<file path="src/rtl/asu_pkg.sv">
package asu_pkg;
  localparam int IW = 16;

  typedef enum logic [1:0] {
    ALT_KEEP = 2'b00,
    ALT_CLR  = 2'b01,
    ALT_CMP  = 2'b10,
    ALT_ONES = 2'b11
  } alt_op_e;

  typedef struct packed {
    logic    sel_b;
    alt_op_e r_op;
    alt_op_e e_op;
    logic    t_ez;
    logic    t_sign;
    logic    t_lsb;
    logic    do_inc;
    logic    t_zero;
    logic    rev;
  } asu_fields_t;
endpackage

</file>
<file path="src/rtl/asu_decode.sv">
module asu_decode
  import asu_pkg::*;
(
  input  logic [IW-1:0] instr,
  output logic          grp_hit,
  output asu_fields_t   fld
);
  always_comb begin
    grp_hit    = (instr[15:12] == 4'b0000) && instr[10];
    fld.sel_b  = instr[11];
    fld.r_op   = alt_op_e'(instr[9:8]);
    fld.e_op   = alt_op_e'(instr[7:6]);
    fld.t_ez   = instr[5];
    fld.t_sign = instr[4];
    fld.t_lsb  = instr[3];
    fld.do_inc = instr[2];
    fld.t_zero = instr[1];
    fld.rev    = instr[0];
  end
endmodule

</file>
<file path="src/rtl/asu_datapath.sv">
module asu_datapath
  import asu_pkg::*;
#(
  parameter int W = 16
) (
  input  asu_fields_t  fld,
  input  logic [W-1:0] r_in,
  input  logic         e_in,
  input  logic         ovf_in,
  output logic [W-1:0] r_new,
  output logic         e_new,
  output logic         ovf_new,
  output logic         c_ez,
  output logic         c_sign,
  output logic         c_lsb,
  output logic         c_zero,
  output logic         inc_carry,
  output logic         inc_ovf
);
  localparam int MSB = W - 1;

  function automatic logic [W-1:0] f_alter(alt_op_e op, logic [W-1:0] v);
    case (op)
      ALT_CLR:  f_alter = '0;
      ALT_CMP:  f_alter = ~v;
      ALT_ONES: f_alter = '1;
      default:  f_alter = v;
    endcase
  endfunction

  function automatic logic f_alter_bit(alt_op_e op, logic v);
    case (op)
      ALT_CLR:  f_alter_bit = 1'b0;
      ALT_CMP:  f_alter_bit = ~v;
      ALT_ONES: f_alter_bit = 1'b1;
      default:  f_alter_bit = v;
    endcase
  endfunction

  function automatic logic [W:0] f_incr(logic [W-1:0] v);
    f_incr = {1'b0, v} + {{W{1'b0}}, 1'b1};
  endfunction

  logic [W-1:0] r_alt;
  logic         e_alt;
  logic [W:0]   sum;
  logic [W-1:0] r_fin;

  always_comb begin
    r_alt     = f_alter(fld.r_op, r_in);
    c_ez      = ~e_in;
    e_alt     = f_alter_bit(fld.e_op, e_in);
    c_sign    = ~r_alt[MSB];
    c_lsb     = ~r_alt[0];
    sum       = f_incr(r_alt);
    r_fin     = fld.do_inc ? sum[W-1:0] : r_alt;
    inc_carry = fld.do_inc & sum[W];
    inc_ovf   = fld.do_inc & ~r_alt[MSB] & sum[MSB];
    c_zero    = (r_fin == '0);
    r_new     = r_fin;
    e_new     = inc_carry ? 1'b1 : e_alt;
    ovf_new   = ovf_in | inc_ovf;
  end
endmodule

</file>
<file path="src/rtl/asu_skip.sv">
module asu_skip
  import asu_pkg::*;
(
  input  asu_fields_t fld,
  input  logic        c_ez,
  input  logic        c_sign,
  input  logic        c_lsb,
  input  logic        c_zero,
  output logic        skip_req
);
  logic [3:0] en;
  logic [3:0] cond;
  logic       any_en;
  logic       any_true;

  always_comb begin
    en       = {fld.t_ez, fld.t_sign, fld.t_lsb, fld.t_zero};
    cond     = {c_ez, c_sign, c_lsb, c_zero};
    any_en   = |en;
    any_true = |(en & cond);
    if (!fld.rev)
      skip_req = any_true;
    else if (!any_en)
      skip_req = 1'b1;
    else
      skip_req = ~any_true;
  end
endmodule

</file>
<file path="src/rtl/alter_skip_unit.sv">
module alter_skip_unit
  import asu_pkg::*;
#(
  parameter int W = 16
) (
  input  logic          clk,
  input  logic          rst_n,
  input  logic          start,
  input  logic [IW-1:0] instr,
  input  logic [W-1:0]  acc_a,
  input  logic [W-1:0]  acc_b,
  input  logic          e_in,
  input  logic          ovf_in,
  output logic [W-1:0]  a_out,
  output logic [W-1:0]  b_out,
  output logic          e_out,
  output logic          ovf_out,
  output logic          skip,
  output logic          done
);
  asu_fields_t  fld;
  logic         grp_hit;
  logic [W-1:0] r_sel;
  logic [W-1:0] r_new;
  logic         e_new;
  logic         ovf_new;
  logic         c_ez;
  logic         c_sign;
  logic         c_lsb;
  logic         c_zero;
  logic         inc_carry;
  logic         inc_ovf;
  logic         skip_req;

  asu_decode u_dec (
    .instr   (instr),
    .grp_hit (grp_hit),
    .fld     (fld)
  );

  assign r_sel = fld.sel_b ? acc_b : acc_a;

  asu_datapath #(.W(W)) u_dp (
    .fld       (fld),
    .r_in      (r_sel),
    .e_in      (e_in),
    .ovf_in    (ovf_in),
    .r_new     (r_new),
    .e_new     (e_new),
    .ovf_new   (ovf_new),
    .c_ez      (c_ez),
    .c_sign    (c_sign),
    .c_lsb     (c_lsb),
    .c_zero    (c_zero),
    .inc_carry (inc_carry),
    .inc_ovf   (inc_ovf)
  );

  asu_skip u_skp (
    .fld      (fld),
    .c_ez     (c_ez),
    .c_sign   (c_sign),
    .c_lsb    (c_lsb),
    .c_zero   (c_zero),
    .skip_req (skip_req)
  );

  always_ff @(posedge clk or negedge rst_n) begin
    if (!rst_n) begin
      a_out   <= '0;
      b_out   <= '0;
      e_out   <= 1'b0;
      ovf_out <= 1'b0;
      skip    <= 1'b0;
      done    <= 1'b0;
    end else begin
      done <= start;
      if (start) begin
        if (grp_hit) begin
          a_out   <= fld.sel_b ? acc_a : r_new;
          b_out   <= fld.sel_b ? r_new : acc_b;
          e_out   <= e_new;
          ovf_out <= ovf_new;
          skip    <= skip_req;
        end else begin
          a_out   <= acc_a;
          b_out   <= acc_b;
          e_out   <= e_in;
          ovf_out <= ovf_in;
          skip    <= 1'b0;
        end
      end
    end
  end
endmodule

</file>
<file path="config.mk">
export PLATFORM = sky130hd
export DESIGN_NAME = alter_skip_unit
export DESIGN_NICKNAME = d
export VERILOG_FILES = /design/src/rtl/asu_pkg.sv /design/src/rtl/asu_decode.sv /design/src/rtl/asu_datapath.sv /design/src/rtl/asu_skip.sv /design/src/rtl/alter_skip_unit.sv
export SDC_FILE = /design/constraint.sdc
export NUM_CORES = 1
export LEC_CHECK = 0
export ABC_CLOCK_PERIOD_IN_PS = 1300
export BUFFER_PORTS_ARGS = -buffer_cell sky130_fd_sc_hd__buf_2
export CAP_MARGIN = 25
export CORE_MARGIN = 5
export CORE_UTILIZATION = 50
export CTS_CLUSTER_DIAMETER = 80
export DETAILED_ROUTE_END_ITERATION = 12
export GPL_ROUTABILITY_DRIVEN = 0
export PLACE_DENSITY = 0.77
export SKIP_LAST_GASP = 1
export SYNTH_ARGS = -nofsm -noshare
export SYNTH_HDL_FRONTEND = slang
export SYNTH_SLANG_ARGS = --single-unit
</file>
<file path="constraint.sdc">
create_clock -name clk -period 1.3 [get_ports clk]
set_clock_uncertainty 0.15 [all_clocks]
set_input_delay 0.26 -clock clk [delete_from_list [all_inputs] [get_ports clk]]
set_output_delay 0.26 -clock clk [all_outputs]
set_load 0.005 [all_outputs]
</file>
# Yosys cells after proc, flatten, opt, wreduce, memory -nomap -nowiden
# Index checks and enable logic that the tools add are counted.
[word_totals] word_cells=42 output_inout_bits=36 regBits=36 inputBits=53
[classes] bitwise_logic=10 muxes=14 n_addsub=1 eq_ne=6 n_reduce_logical=5
[op_table] cell="16-bit 2-to-1 mux" count=6
[op_table] cell="16-bit one-hot mux with 3 select lines" count=1
[op_table] cell="16-bit by 1-bit adder with 17-bit output (second input constant)" count=1
[op_table] cell="16-bit logical NOT" count=1
[op_table] cell="16-bit inverter" count=1
[op_table] cell="2-bit equality test (second input constant)" count=4
[op_table] cell="4-bit OR reduction" count=2
[op_table] cell="1-bit 2-to-1 mux" count=6
[op_table] cell="4-bit bitwise AND" count=1
[op_table] cell="2-bit by 1-bit equality test with 1-bit output (second input constant)" count=2
[op_table] cell="4-bit logical NOT" count=1
[op_table] cell="1-bit inverter" count=4
[op_table] cell="1-bit bitwise AND" count=3
[op_table] cell="1-bit one-hot mux with 3 select lines" count=1
[op_table] cell="1-bit logical AND" count=1
[op_table] cell="1-bit OR" count=1

# Depth between registers and ports, before layout
[depth] ltp_word=12 ltp_mapped=17 mapped_depth_nobuf=15

# Hierarchy
# From an unflattened synthesis, not the netlist that was laid out.
[hier_totals] hier_cells=408 area_unflattened_um2=3428.3
[modules_own_cells] module="alter_skip_unit" seq_area_each_um2=900.9 cells_per_inst=215 n_inst=1 area_per_inst_um2=2187.1
[modules_own_cells] module="asu_datapath" seq_area_each_um2=0.0 cells_per_inst=177 n_inst=1 area_per_inst_um2=1107.3
[modules_own_cells] module="asu_decode" seq_area_each_um2=0.0 cells_per_inst=13 n_inst=1 area_per_inst_um2=101.3
[modules_own_cells] module="asu_skip" seq_area_each_um2=0.0 cells_per_inst=3 n_inst=1 area_per_inst_um2=32.5

# Least setup slack after synthesis
# Ideal clock, no wire load.
[synth_timing] path_type="input to register" start="input port instr[8]" end="register skip" arrival_ns=3.151 stages=16 path_slack_ns=-2.121 path_cell_list="buf_2 buf_2 buf_2 nor2_1 xnor2_1 inv_1 ha_1 nand2_1 a21oi_1 nand3_1 mux2i_1 xor2_1 or4_1 o31ai_2 xor2_1 a31o_1"
[synth_between] elab_chain_len=11
[synth_lines] element="from (decl)" line_no="alter_skip_unit.sv:9" rtl="input logic [IW-1:0] instr,"
[synth_lines] element="2-bit equality test / 2-bit by 1-bit equality test with 1-bit output (equally long branches)" line_no="asu_datapath.sv:23" rtl="case (op)"
[synth_lines] element="16-bit one-hot mux with 3 select lines (*)" line_no="asu_datapath.sv:23"
[synth_lines] element="16-bit by 1-bit adder with 17-bit output" line_no="asu_datapath.sv:41" rtl="f_incr = {1'b0, v} + {{W{1'b0}}, 1'b1};"
[synth_lines] element="16-bit 2-to-1 mux" line_no="asu_datapath.sv:56" rtl="r_fin = fld.do_inc ? sum[W-1:0] : r_alt;"
[synth_lines] element="16-bit logical NOT" line_no="asu_datapath.sv:59" rtl="c_zero = (r_fin == '0);"
[synth_lines] element="4-bit bitwise AND (*)" line_no="asu_skip.sv:20" rtl="any_true = |(en & cond);"
[synth_lines] element="4-bit OR reduction (*)" line_no="asu_skip.sv:20"
[synth_lines] element="1-bit inverter" line_no="asu_skip.sv:26" rtl="skip_req = ~any_true;"
[synth_lines] element="1-bit 2-to-1 mux" line_no="asu_skip.sv:23" rtl="else if (!any_en)"
[synth_lines] element="1-bit 2-to-1 mux (*)" line_no="asu_skip.sv:21" rtl="if (!fld.rev)"
[synth_lines] element="1-bit 2-to-1 mux (*)" line_no="alter_skip_unit.sv:79" rtl="if (grp_hit) begin"
[synth_lines] element="to (signal assigned)" line_no="alter_skip_unit.sv:84" rtl="skip <= skip_req;"
[synth_lines] element="to (decl)" line_no="alter_skip_unit.sv:18" rtl="output logic skip,"
# Every way passes the cells marked *; elsewhere a longest branch is shown, timed or not.
# A chain may end at the register's enable or synchronous reset.

# Worst setup path after layout
[layout_timing] start="input port instr[11]" end="register skip"
[layout_between] elab_chain_len=12
[layout_lines] element="16-bit 2-to-1 mux (*)" line_no="alter_skip_unit.sv:41" rtl="assign r_sel = fld.sel_b ? acc_b : acc_a;"
[layout_lines] element="16-bit inverter" line_no="asu_datapath.sv:25" rtl="ALT_CMP: f_alter = ~v;"
[layout_lines] element="16-bit one-hot mux with 3 select lines (*)" line_no="asu_datapath.sv:23"
[layout_lines] element="16-bit by 1-bit adder with 17-bit output" line_no="asu_datapath.sv:41"
[layout_lines] element="16-bit 2-to-1 mux" line_no="asu_datapath.sv:56"
[layout_lines] element="16-bit logical NOT" line_no="asu_datapath.sv:59"
[layout_lines] element="4-bit bitwise AND (*)" line_no="asu_skip.sv:20"
[layout_lines] element="4-bit OR reduction (*)" line_no="asu_skip.sv:20"
[layout_lines] element="1-bit inverter" line_no="asu_skip.sv:26"
[layout_lines] element="1-bit 2-to-1 mux" line_no="asu_skip.sv:23"
[layout_lines] element="1-bit 2-to-1 mux (*)" line_no="asu_skip.sv:21"
[layout_lines] element="1-bit 2-to-1 mux (*)" line_no="alter_skip_unit.sv:79"
# Marked as above.

==> parameters.txt <==
Parameter                              Value

Placed design
  Number of I/O port buffers    88
  Final HPWL DP    7010 µm
  Pre-CTS setup slack    -2.13 ns
  Post-placement cell area    0.00391 mm²

Routing
  Number of vias per cell after detailed routing    6.60
  Remaining number of nets flagged by the antenna check after routing    0
  Total via count after detailed routing    3643
  Number of detailed-route iterations in the first pass    5
  Drt drc    0
  Detailed Route WL    14800 µm
  Number of design-rule violations left by the first detailed-router iteration    481
  Average wire length per cell after detail routing    26.8 µm

Worst setup path
  Cells traversed along the worst timing path    buf_12 -> buf_4 -> mux2i_1 -> nor2_1 -> o32ai_4 -> nand3_2 -> buf_6 -> nor2_1 -> xnor2_1 -> or4_1 -> o31ai_2 -> xor2_1 -> a31o_1
  Critical path's most frequent cell    sky130_fd_sc_hd__nor2_1
  Worst Reg-to-Reg Cells    2
  Largest stage delay on the critical path    0.59 ns
  Kind of start point of the critical path    input port
  Worst r2r src    skip
  Type of the setup path with the least slack    in2reg
  CP arrival    3.22 ns
  Capturing point of the worst reg2reg path    skip
  Critical path's slowest cell    sky130_fd_sc_hd__or4_1
  Maximum fanout along the worst path    7
  CP Capture Type    register
  CP Data Required Time    1.34 ns
  Setup slack of the worst register-to-register path    0.27 ns

Pwr
  Combinational power share    44.9%
  Total power per unit cell area    812 mW/mm²
  Clock share of power    21.1%
  Lkg Pwr    2.18 nW
  VDD IR-drop max    0.726 mV
  Cell-internal power    0.00242 W
  NetSw    0.00140 W
  Sequential cell fraction of total power    34.0%
  Switching power share of the total    36.6%

Global routing
  Total gr overflow    0
  Antenna violations before repair    2
  Aggregate global-route resource usage    34.4%
  Wire length of the first global-routing pass    19200 µm
  Number of global-route vias before repair    3515
  Largest net degree at the start of global routing    41

Timing
  Post-layout minimum cycle time    3.18 ns
  Maximum clock frequency    315 MHz
  Share of the cycle needed by the critical path after routing    244%
  PnR worst setup slack    -1.88 ns
  Hold WS    0.114 ns
  Slew at the pin closest to its max-slew limit    0.688 ns
  Worst slew slack as a fraction of its limit    53.8%
  Final count of hold timing violations    0
  RSZ-0062 raised after global routing    true
  Max-slew violation total from the final report    0
  Setup-violating endpoint count in the final report    35

CTS
  Clock tree from TritonCTS    built
  CTS H-tree depth    2
  CTS clk-pin slew, worst paths    0.08 ns
  Sink Count    36
  CTS root buffer    sky130_fd_sc_hd__clkbuf_8
  CTS max path bufs    2
  Number of clock buffers inserted by TritonCTS    5
  Clock latency of the later-clocked register in the worst-skew pair    0.30 ns

Synth
  Synthesis Warnings    0
  Post-synthesis cell type count    53
  Proportion of synthesized chip area in sequential cells    33.2%
  Syn Nets    348
  Mean instance size in the synthesized netlist    9.22 µm²
  Fraction of registers with async set or reset after synthesis    100%
  Number of standard cells after synthesis    294
  Post-synth top flop    sky130_fd_sc_hd__dfrtp_1
  Seq cells post-synth    36
  Number of flops mapped to enable cells by yosys    0
  Cell Area, Synth    0.00271 mm²

Die
  Die Width    83.6 µm
  Initial Utilization    52.4%
  I/O pin total    89
  DIE AREA    0.00699 mm²
  Placeable Area    0.00517 mm²
  Chip Height    83.6 µm
  Number of placement rows    26

Outcome
  Run status    complete, but fails checks
  Failing checks    negative setup slack

Flow run
  Max Cap Violations    0

Hold path
  Worst Hold Launch    acc_a[13]
  Worst min-delay path class    in2reg
  Destination of the worst hold path    a_out[13]
  Hold depth    3

Finish
  Proportion of layout cells with a drive suffix above 1    59.8%
  Number of inserted filler cells in the final layout    191
  Layout overhead on the synthesized area    73.5%
  Register area    901 µm²
  Final net count    533
  Most used cells in the layout excluding fill and tap cells    sky130_fd_sc_hd__buf_4, sky130_fd_sc_hd__buf_2, sky130_fd_sc_hd__nor2_1, sky130_fd_sc_hd__dfrtp_1, sky130_fd_sc_hd__mux2i_1
  Area occupied by multi-input gates    0.00221 mm²
  Post-Layout Inst Area    0.00470 mm²
  Most common cell after layout, fill and taps aside    sky130_fd_sc_hd__buf_4
==> logic make-up after synthesis <==
family | Yosys count | share of synthesized area (%)
AND/OR/NAND/NOR | 92 | 17.7
flip-flops | 36 | 33.2
adder cells (fa/ha/maj) | 1 | 0.462
XOR/XNOR | 27 | 8.73
AO/OA/AOI/OAI | 58 | 14.2
buffers and inverters | 24 | 4.25
multiplexers | 56 | 21.4
==> routing by layer <==
| layer | share of wire [%] | routed length (µm) | global-route usage, % |
|---|---|---|---|
| met5 | 0 | 0 | 0 |
| met4 | 9.7 | 1440 | 19.2 |
| met3 | 11 | 1670 | 6.22 |
| met2 | 45 | 6620 | 56.0 |
| met1 | 34 | 5080 | 42.9 |
==> cells in the mapped netlist, types with 2 or more instances <==
library cell	count	area, µm²
sky130_fd_sc_hd__nor3_1	5	25.0
sky130_fd_sc_hd__inv_1	3	11.3
sky130_fd_sc_hd__or2_1	2	12.5
sky130_fd_sc_hd__mux2_2	12	135
sky130_fd_sc_hd__nor3b_1	2	15.0
sky130_fd_sc_hd__mux2i_1	43	430
sky130_fd_sc_hd__xnor2_1	23	201
sky130_fd_sc_hd__nor4_1	4	25.0
sky130_fd_sc_hd__a21oi_1	34	170
sky130_fd_sc_hd__nand3_1	5	25.0
sky130_fd_sc_hd__buf_2	5	25.0
sky130_fd_sc_hd__o21ai_0	6	30.0
sky130_fd_sc_hd__o21ai_1	2	10.0
sky130_fd_sc_hd__dfrtp_1	36	901
sky130_fd_sc_hd__clkbuf_1	11	41.3
sky130_fd_sc_hd__a31oi_1	2	12.5
sky130_fd_sc_hd__or4_1	2	15.0
sky130_fd_sc_hd__or3_1	3	18.8
sky130_fd_sc_hd__nor4b_1	3	26.3
sky130_fd_sc_hd__nor2b_1	2	12.5
sky130_fd_sc_hd__buf_6	2	22.5
sky130_fd_sc_hd__nor2_1	45	169
sky130_fd_sc_hd__nand2_1	8	30.0
sky130_fd_sc_hd__o31ai_1	2	15.0
sky130_fd_sc_hd__xor2_1	4	35.0
==> stage by stage <==
step                std cells  util (%)  TNS (ns)  total power (W)
finish                    552      90.9    -39.60          0.00382
detailed placement        517      75.5    -44.38          0.00249
CTS                       546      86.7    -31.64          0.00349
global placement          517      75.5    -41.66          0.00245
global route              552      90.9    -40.44          0.00394
floorplan                 294         -    -31.14          0.00187
==> critical path: cells and delay by family <==
kind	cells	cell delay (ns)
XOR/XNOR	2	0.25
multiplexers	1	0.34
AO/OA/AOI/OAI	3	0.86
AND/OR/NAND/NOR	4	1.08
buffers and inverters	3	0.42
==> state kept, by name, indices dropped and copies added, names as in the netlist <==
signal / cells
done: 1
a_out: 16
b_out: 16
skip: 1
ovf_out: 1
e_out: 1
==> timing repair <==
action / 4_1_cts / 5_1_grt
gates resized for setup: 67 / 34
pin swaps: 23 / 16
buffers inserted: 24 / 6
hold buffers: 1 / 0
endpoints found under the hold margin: 36 / 0
setup endpoints to repair: 35 / 35
==> worst max path at each step <==
| stage | from | to | slack, ns | depth (start not counted) |
|---|---|---|---|---|
| after detailed placement | instr[11] | skip | -2.13 | 12 |
| final | instr[11] | skip | -1.88 | 13 |
| after CTS | instr[11] | skip | -1.64 | 12 |
| after global routing | instr[11] | skip | -1.91 | 14 |
| after floorplan | instr[11] | skip | -1.82 | 16 |
| after global placement | instr[11] | skip | -1.89 | 12 |
==> power groups by stage <==
stage / clock network (W) / logic, W / registers (W)
2_1_floorplan: 0 / 0.000565 / 0.00131
3_3_place_gp: 0 / 0.00116 / 0.00130
4_1_cts: 0.000797 / 0.00141 / 0.00128
6_report: 0.000807 / 0.00171 / 0.00130
3_5_place_dp: 0 / 0.00119 / 0.00130
5_1_grt: 0.000864 / 0.00177 / 0.00131
==> cell type report <==
cell class	instances	share of cell area, %
multi-input cells	234	46.9
repair buffers	198	29.8
flip-flops and latches	36	19.2
well taps	70	1.86
clock buffers	7	1.62
inverters	4	0.319
clock inverters	1	0.186
diodes	2	0.106
Power figures use the tool's default switching activity.
